--- config.mk ---
export PLATFORM = sky130hd
export DESIGN_NAME = dcache_wp
export DESIGN_NICKNAME = d
export VERILOG_FILES = /design/src/rtl/dc_pkg.sv /design/src/rtl/dc_tag_store.sv /design/src/rtl/dc_data_store.sv /design/src/rtl/dc_ctrl.sv /design/src/rtl/dcache_wp.sv
export SDC_FILE = /design/constraint.sdc
export NUM_CORES = 2
export LEC_CHECK = 0
export BUFFER_PORTS_ARGS = -buffer_cell sky130_fd_sc_hd__buf_2
export CAP_MARGIN = 20
export CORE_MARGIN = 5
export CORE_UTILIZATION = 59
export CTS_BUF_LIST = sky130_fd_sc_hd__clkbuf_8
export DETAILED_ROUTE_END_ITERATION = 16
export GPL_TIMING_DRIVEN = 0
export PLACE_DENSITY_LB_ADDON = 0.15
export REMOVE_ABC_BUFFERS = 1
export SETUP_SLACK_MARGIN = 0.15
export SLEW_MARGIN = 20
export SYNTH_ARGS = -nofsm -noshare
export SYNTH_HDL_FRONTEND = slang
export SYNTH_SLANG_ARGS = --single-unit
--- constraint.sdc ---
create_clock -name clk -period 3.5 [get_ports clk]
set_input_delay 0.35 -clock clk [delete_from_list [all_inputs] [get_ports clk]]
set_output_delay 0.35 -clock clk [all_outputs]
set_load 0.01 [all_outputs]
--- src/rtl/dc_pkg.sv ---
package dc_pkg;

  typedef enum logic [2:0] {
    ST_IDLE,
    ST_LOOKUP,
    ST_WRITEBACK,
    ST_REFILL,
    ST_FLUSH
  } dc_state_e;

  localparam int WORD_BYTES = 4;

endpackage

--- src/rtl/dc_tag_store.sv ---
module dc_tag_store #(
  parameter int LINES = 8,
  parameter int IDX_W = 3,
  parameter int TAG_W = 4
) (
  input  logic             clk,
  input  logic             rst_n,
  input  logic [IDX_W-1:0] idx,
  output logic             line_valid,
  output logic             line_dirty,
  output logic [TAG_W-1:0] line_tag,
  input  logic             fill_en,
  input  logic [TAG_W-1:0] fill_tag,
  input  logic             dirty_set,
  input  logic             dirty_clr,
  input  logic             inval
);

  logic [LINES-1:0] valid_q;
  logic [LINES-1:0] dirty_q;
  logic [TAG_W-1:0] tag_q [LINES];

  assign line_valid = valid_q[idx];
  assign line_dirty = dirty_q[idx];
  assign line_tag   = tag_q[idx];

  // status bits: reset clears every line
  always_ff @(posedge clk) begin
    if (!rst_n) begin
      valid_q <= '0;
      dirty_q <= '0;
    end else begin
      if (fill_en) begin
        valid_q[idx] <= 1'b1;
        dirty_q[idx] <= 1'b0;
      end
      if (dirty_set) dirty_q[idx] <= 1'b1;
      if (dirty_clr) dirty_q[idx] <= 1'b0;
      if (inval)     valid_q[idx] <= 1'b0;
    end
  end

  // tags need no reset: they are qualified by valid
  always_ff @(posedge clk) begin
    if (fill_en) tag_q[idx] <= fill_tag;
  end

endmodule

--- src/rtl/dc_data_store.sv ---
module dc_data_store #(
  parameter int LINES  = 8,
  parameter int IDX_W  = 3,
  parameter int WSEL_W = 3
) (
  input  logic              clk,
  input  logic [IDX_W-1:0]  idx,
  input  logic [WSEL_W-1:0] rd_word,
  output logic [31:0]       rd_data,
  input  logic              wr_en,
  input  logic [WSEL_W-1:0] wr_word,
  input  logic [31:0]       wr_data,
  input  logic [3:0]        wr_be
);

  localparam int WPL   = 1 << WSEL_W;
  localparam int DEPTH = LINES * WPL;
  localparam int AW    = IDX_W + WSEL_W;

  logic [31:0] arr [DEPTH];

  assign rd_data = arr[{idx, rd_word}];

  always_ff @(posedge clk) begin
    if (wr_en) begin
      for (int b = 0; b < 4; b++) begin
        if (wr_be[b]) arr[AW'({idx, wr_word})][8*b +: 8] <= wr_data[8*b +: 8];
      end
    end
  end

endmodule

--- src/rtl/dc_ctrl.sv ---
module dc_ctrl
  import dc_pkg::*;
#(
  parameter int ADDR_W     = 12,
  parameter int LINES      = 8,
  parameter int IDX_W      = 3,
  parameter int TAG_W      = 4,
  parameter int WSEL_W     = 3,
  parameter int WRITE_BACK = 1,
  parameter int WT_UPDATE  = 1
) (
  input  logic              clk,
  input  logic              rst_n,
  // core side
  input  logic              req_valid,
  output logic              req_ready,
  input  logic              req_we,
  input  logic [ADDR_W-1:0] req_addr,
  input  logic [31:0]       req_wdata,
  input  logic [3:0]        req_be,
  output logic              rsp_valid,
  input  logic              flush_go,
  output logic              flush_done,
  // memory side
  output logic              mem_valid,
  input  logic              mem_ready,
  output logic              mem_we,
  output logic [ADDR_W-1:0] mem_addr,
  output logic [31:0]       mem_wdata,
  output logic [3:0]        mem_be,
  input  logic [31:0]       mem_rdata,
  // tag store
  output logic [IDX_W-1:0]  idx,
  input  logic              line_valid,
  input  logic              line_dirty,
  input  logic [TAG_W-1:0]  line_tag,
  output logic              fill_en,
  output logic [TAG_W-1:0]  fill_tag,
  output logic              dirty_set,
  output logic              dirty_clr,
  output logic              inval,
  // data store
  output logic [WSEL_W-1:0] rd_word,
  input  logic [31:0]       rd_data,
  output logic              wr_en,
  output logic [WSEL_W-1:0] wr_word,
  output logic [31:0]       wr_data,
  output logic [3:0]        wr_be
);

  localparam logic [IDX_W-1:0] LAST_IDX = IDX_W'(LINES - 1);
  localparam int               OFF_W    = WSEL_W + 2;

  dc_state_e         state_q, state_d;
  logic [IDX_W-1:0]  idx_q;
  logic [TAG_W-1:0]  tag_q;
  logic [WSEL_W-1:0] word_q;
  logic [WSEL_W-1:0] beat_q;
  logic              we_q;
  logic [31:0]       wdata_q;
  logic [3:0]        be_q;
  logic              flushing_q;

  logic hit;
  logic victim_dirty;
  logic beat_last;
  logic accept;
  logic beat_fire;

  assign idx          = idx_q;
  assign fill_tag     = tag_q;
  assign hit          = line_valid && (line_tag == tag_q);
  assign victim_dirty = (WRITE_BACK != 0) && line_valid && line_dirty;
  assign beat_last    = &beat_q;
  assign accept       = (state_q == ST_IDLE) && !flush_go && req_valid;
  assign beat_fire    = mem_valid && mem_ready &&
                        ((state_q == ST_WRITEBACK) || (state_q == ST_REFILL));

  always_comb begin
    state_d    = state_q;
    req_ready  = 1'b0;
    rsp_valid  = 1'b0;
    flush_done = 1'b0;
    mem_valid  = 1'b0;
    mem_we     = 1'b0;
    mem_be     = 4'hF;
    mem_addr   = '0;
    mem_wdata  = wdata_q;
    fill_en    = 1'b0;
    dirty_set  = 1'b0;
    dirty_clr  = 1'b0;
    inval      = 1'b0;
    wr_en      = 1'b0;
    wr_word    = word_q;
    wr_data    = wdata_q;
    wr_be      = be_q;
    rd_word    = word_q;
    unique case (state_q)
      ST_IDLE: begin
        req_ready = !flush_go;
        if (flush_go)       state_d = ST_FLUSH;
        else if (req_valid) state_d = ST_LOOKUP;
      end
      ST_LOOKUP: begin
        if (we_q && (WRITE_BACK == 0)) begin
          // store goes straight to memory as one beat
          mem_valid = 1'b1;
          mem_we    = 1'b1;
          mem_be    = be_q;
          mem_addr  = {tag_q, idx_q, word_q, 2'b00};
          if (mem_ready) begin
            rsp_valid = 1'b1;
            state_d   = ST_IDLE;
            if (hit) begin
              if (WT_UPDATE != 0) wr_en = 1'b1;
              else                inval = 1'b1;
            end
          end
        end else if (hit) begin
          rsp_valid = 1'b1;
          state_d   = ST_IDLE;
          if (we_q) begin
            wr_en     = 1'b1;
            dirty_set = 1'b1;
          end
        end else begin
          state_d = victim_dirty ? ST_WRITEBACK : ST_REFILL;
        end
      end
      ST_WRITEBACK: begin
        rd_word   = beat_q;
        mem_valid = 1'b1;
        mem_we    = 1'b1;
        mem_addr  = {line_tag, idx_q, beat_q, 2'b00};
        mem_wdata = rd_data;
        if (mem_ready && beat_last) begin
          dirty_clr = 1'b1;
          state_d   = flushing_q ? ST_FLUSH : ST_REFILL;
        end
      end
      ST_REFILL: begin
        mem_valid = 1'b1;
        mem_addr  = {tag_q, idx_q, beat_q, 2'b00};
        if (mem_ready) begin
          wr_en   = 1'b1;
          wr_word = beat_q;
          wr_data = mem_rdata;
          wr_be   = 4'hF;
          if (beat_last) begin
            fill_en = 1'b1;
            state_d = ST_LOOKUP;
          end
        end
      end
      ST_FLUSH: begin
        if (victim_dirty) begin
          state_d = ST_WRITEBACK;
        end else if (idx_q == LAST_IDX) begin
          flush_done = 1'b1;
          state_d    = ST_IDLE;
        end
      end
      default: state_d = ST_IDLE;
    endcase
  end

  always_ff @(posedge clk) begin
    if (!rst_n) begin
      state_q    <= ST_IDLE;
      idx_q      <= '0;
      tag_q      <= '0;
      word_q     <= '0;
      beat_q     <= '0;
      we_q       <= 1'b0;
      wdata_q    <= '0;
      be_q       <= '0;
      flushing_q <= 1'b0;
    end else begin
      state_q <= state_d;
      if (beat_fire) beat_q <= beat_q + 1'b1;
      if (state_q == ST_IDLE && flush_go) begin
        idx_q      <= '0;
        flushing_q <= 1'b1;
      end else if (accept) begin
        idx_q   <= req_addr[OFF_W +: IDX_W];
        tag_q   <= req_addr[ADDR_W-1 -: TAG_W];
        word_q  <= req_addr[2 +: WSEL_W];
        we_q    <= req_we;
        wdata_q <= req_wdata;
        be_q    <= req_be;
      end
      if (state_q == ST_FLUSH && !victim_dirty) begin
        if (idx_q == LAST_IDX) flushing_q <= 1'b0;
        else                   idx_q      <= idx_q + 1'b1;
      end
    end
  end

endmodule

--- src/rtl/dcache_wp.sv ---
module dcache_wp #(
  parameter int ADDR_W     = 12,
  parameter int LINE_BYTES = 32,
  parameter int LINES      = 8,
  parameter int WRITE_BACK = 1,
  parameter int WT_UPDATE  = 1
) (
  input  logic              clk,
  input  logic              rst_n,
  input  logic              req_valid,
  output logic              req_ready,
  input  logic              req_we,
  input  logic [ADDR_W-1:0] req_addr,
  input  logic [31:0]       req_wdata,
  input  logic [3:0]        req_be,
  output logic              rsp_valid,
  output logic [31:0]       rsp_rdata,
  output logic              mem_valid,
  input  logic              mem_ready,
  output logic              mem_we,
  output logic [ADDR_W-1:0] mem_addr,
  output logic [31:0]       mem_wdata,
  output logic [3:0]        mem_be,
  input  logic [31:0]       mem_rdata,
  input  logic              flush_go,
  output logic              flush_done
);

  localparam int WPL    = LINE_BYTES / dc_pkg::WORD_BYTES;
  localparam int WSEL_W = $clog2(WPL);
  localparam int OFF_W  = WSEL_W + 2;
  localparam int IDX_W  = $clog2(LINES);
  localparam int TAG_W  = ADDR_W - OFF_W - IDX_W;

  logic [IDX_W-1:0]  idx;
  logic              line_valid, line_dirty;
  logic [TAG_W-1:0]  line_tag, fill_tag;
  logic              fill_en, dirty_set, dirty_clr, inval;
  logic [WSEL_W-1:0] rd_word, wr_word;
  logic [31:0]       rd_data, wr_data;
  logic              wr_en;
  logic [3:0]        wr_be;

  assign rsp_rdata = rd_data;

  dc_ctrl #(
    .ADDR_W(ADDR_W), .LINES(LINES), .IDX_W(IDX_W), .TAG_W(TAG_W),
    .WSEL_W(WSEL_W), .WRITE_BACK(WRITE_BACK), .WT_UPDATE(WT_UPDATE)
  ) u_ctrl (
    .clk(clk), .rst_n(rst_n),
    .req_valid(req_valid), .req_ready(req_ready), .req_we(req_we),
    .req_addr(req_addr), .req_wdata(req_wdata), .req_be(req_be),
    .rsp_valid(rsp_valid), .flush_go(flush_go), .flush_done(flush_done),
    .mem_valid(mem_valid), .mem_ready(mem_ready), .mem_we(mem_we),
    .mem_addr(mem_addr), .mem_wdata(mem_wdata), .mem_be(mem_be),
    .mem_rdata(mem_rdata),
    .idx(idx), .line_valid(line_valid), .line_dirty(line_dirty),
    .line_tag(line_tag), .fill_en(fill_en), .fill_tag(fill_tag),
    .dirty_set(dirty_set), .dirty_clr(dirty_clr), .inval(inval),
    .rd_word(rd_word), .rd_data(rd_data), .wr_en(wr_en),
    .wr_word(wr_word), .wr_data(wr_data), .wr_be(wr_be)
  );

  dc_tag_store #(.LINES(LINES), .IDX_W(IDX_W), .TAG_W(TAG_W)) u_tags (
    .clk(clk), .rst_n(rst_n), .idx(idx),
    .line_valid(line_valid), .line_dirty(line_dirty), .line_tag(line_tag),
    .fill_en(fill_en), .fill_tag(fill_tag),
    .dirty_set(dirty_set), .dirty_clr(dirty_clr), .inval(inval)
  );

  dc_data_store #(.LINES(LINES), .IDX_W(IDX_W), .WSEL_W(WSEL_W)) u_data (
    .clk(clk), .idx(idx), .rd_word(rd_word), .rd_data(rd_data),
    .wr_en(wr_en), .wr_word(wr_word), .wr_data(wr_data), .wr_be(wr_be)
  );

endmodule

==> metrics.txt <==
Pwr per Cell Area between 600 and 700 mW/mm2; Post-layout nets 6916; port bufs 162; Clock Sinks 2150; IO Count 171; relative slew slack around 16%; worst clock skew 0.0724 ns; H-tree Lvls 5; CP Buf/Inv Count 9; initial antenna violation count 7; clk buf depth 4; Critical R2R Launch u_ctrl.state_q[2]; routability cong. 0.815; R2R Path End u_data.arr[0][8]; via count a little over 60000; Critical Path End rsp_rdata[6]; Area growth, synth to finish 25.5%; Clk Latency, worst-skew pair 1.07 ns; commonest cells in the netlist edfxtp_1, nand2_1, nand3_1; Worst Setup Start Kind register; most common cell in the netlist edfxtp_1; dominant synthesized flop cell edfxtp_1; peak supply drop 0.000455 V; Vias/cell 6.77; Antenna Nets Post-Route 0; pin count of the biggest net entering global routing 65; Gate Count Post-Synth between 6000 and 7000; worst slack, placed -2.80 ns; Yosys cell types 80; final setup fails 2109; worst-path fanout max 6; Ys Warns 0; worst reg-to-reg setup slack -0.65 ns; drt pass-1 iters 8; worst-margin pin slew ~1.3 ns; area fraction of the dominant cell type after synthesis 71.2%; grt total ovfl 0; maxcap violations 0; critical path depth in cells 16; fin. max-slew vios 0; first-pass GRT wire length 411000 um; vias in the first global route 59100; number of flops mapped to enable cells by yosys 2080; average wire per standard cell 32.6 um; period utilization 147%; synth top area cells edfxtp_1, nand2_1, mux2i_1; Reg2Reg Depth 11; CTS tree done; CTS clk-pin slew, worst paths about 0.060 ns; die height 396 um; Achievable Freq 0.194 GHz; Cell Chain, Critical Path or3b_4 > buf_16 > a21oi_4 > clkbuf_16 > buf_16 > buf_16 > buf_16 > buf_16 > buf_16 > mux4_2 > a22oi_2 > o311ai_4 > nor2_2 > buf_6 > nand4_1 > buf_2; Hold Fails Final Rpt 0; final setup TNS -817.23 ns; Crit. End Element output port; unrepaired setup endpoints after global routing yes; final core occ 74.5%; Total GRT Usage between 30% and 40%; layout cell share with drive strength beyond 1 28.8%; Seq/Total Area, Yosys 72.8%; # DRC 0; async set-reset flop share out of synthesis 0%; core area 0.148 mm2; Setup WS post-layout -1.65 ns; Synth Register Bits between 2000 and 2500; Die Area 0.157 mm2; status finished with violations; critical path type register to output port; Hold Path Stages 3; crit path from u_ctrl.state_q[0]; TritonCTS Buffers 353; root buffer cell clkbuf_8; Iter 0 DRT Violations ~9000; Worst path most repeated cell buf_16; width of the die 396 um; Largest delay share family, worst path buffers and inverters; Starting Density 59.4%; Synth Area per Inst 14.5 um2; Arr. time, crit path between 4 and 5 ns; dpl hpwl 158000 um; failing checks setup timing; CP peak stage delay about 0.56 ns; standard-cell rows 141; worst min path class input port to register; biggest area consumer among synthesized cells edfxtp_1; WP data required 3.15 ns; CP max stage cell mux4_2; mapped cell area 0.0878 mm2; Post-Route WL 294000 um; clock period minus worst slack 5.15 ns; Pleak 39.3 nW
[registers in the layout, summed over array words and instances (netlist names), named ones only]
signal and flops:
u_ctrl.be_q 4, u_tags.tag_q 32, u_tags.dirty_q 1, u_ctrl.wdata_q 32, u_ctrl.beat_q 3, u_ctrl.word_q 3
u_ctrl.fill_tag 4, u_ctrl.we_q 1, u_tags.valid_q 8, u_ctrl.flushing_q 1, u_ctrl.state_q 3, u_ctrl.idx 3
u_data.arr 2048
[worst min-delay path, stage by stage]
cell and delay, ns:
buf_2 0.10, nand2_1 0.06, nand2_2 0.31
[routing by layer]
metal / up-vias / track usage, % / wire length (um)
li1: 24800 / - / -
met5: - / 0 / 11
met3: 1150 / 10.0 / 39600
met1: 30100 / 47.5 / 99700
met2: 5069 / 54.9 / 132000
met4: 2 / 22.2 / 22600
[kinds of logic after synthesis]
group,share of synthesized area [%]
AND/OR/NAND/NOR,10.7
other,0.00856
buffers and inverters,2.88
multiplexers,7.75
flip-flops,72.8
XOR/XNOR,0.0499
AO/OA/AOI/OAI,5.83
adder cells (fa/ha/maj),0.0570
[stage by stage]
stage | cell area, um2 | total power (W) | hold WS (ns) | instances
6_report | 110000 | 0.0667 | 0.0946 | 9019
5_1_grt | 110000 | 0.0684 | 0.105 | 9012
4_1_cts | 108000 | 0.0649 | 0.0339 | 8895
3_5_place_dp | 94600 | 0.0423 | 0.449 | 7861
3_3_place_gp | 88700 | 0.0436 | 0.439 | 7697
2_1_floorplan | 85400 | 0.0374 | 0.433 | 5605
[cell type report]
| type | count | area (um2) |
|---|---|---|
| diodes | 8 | 20.0 |
| repair inverters | 1 | 8.76 |
| well taps | 1930 | 2410 |
| fillers | 8440 | 37700 |
| flip-flops and latches | 2150 | 63900 |
| inverters | 50 | 211 |
| multi-input cells | 3412 | 26200 |
| clock buffers | 374 | 5150 |
| repair buffers | 858 | 11200 |
| clock inverters | 236 | 985 |
[worst min-delay path by stage]
stage          slack (ns)                 end              start
2_1_floorplan        0.43   u_tags.valid_q[6]  u_tags.valid_q[6]
3_3_place_gp         0.44   u_tags.valid_q[7]  u_tags.valid_q[7]
3_5_place_dp         0.45   u_tags.valid_q[6]  u_tags.valid_q[6]
4_1_cts              0.03  u_data.arr[43][29]      mem_rdata[29]
5_1_grt              0.10  u_ctrl.wdata_q[17]      req_wdata[17]
6_report             0.09  u_data.arr[47][29]      mem_rdata[29]
[placed cells by master, fill, tap and decap left out, types with 104 or more instances in the layout]
cell type	Yosys	final
mux4_2	108	111
clkbuf_8	0	374
nor3_2	0	225
a211oi_1	143	109
nand2_1	1167	1088
edfxtp_1	2080	2080
dlygate4sd3_1	0	104
nand3_1	427	405
buf_2	130	133
mux2i_1	380	326
inv_1	49	182
buf_16	0	139
buf_4	41	277
[power breakdown]
part	total, W	internal [W]	switching, W	leakage (nW)
clock	0.0198	0.00993	0.00989	3.64
combinational	0.0176	0.00680	0.0108	15.9
sequential	0.0293	0.0291	0.000188	19.8
[what timing repair did]
item / 4_1_cts / 5_1_grt
pin swaps: 166 / 105
setup endpoints to repair: 2130 / 2136
gates resized for setup: 519 / 200
endpoints found under the hold margin: 83 / 0
cloned: 54 / 4
hold buffers: 104 / 0
setup buffers: 266 / 112
Note: power is estimated with default switching activity, not from simulation.
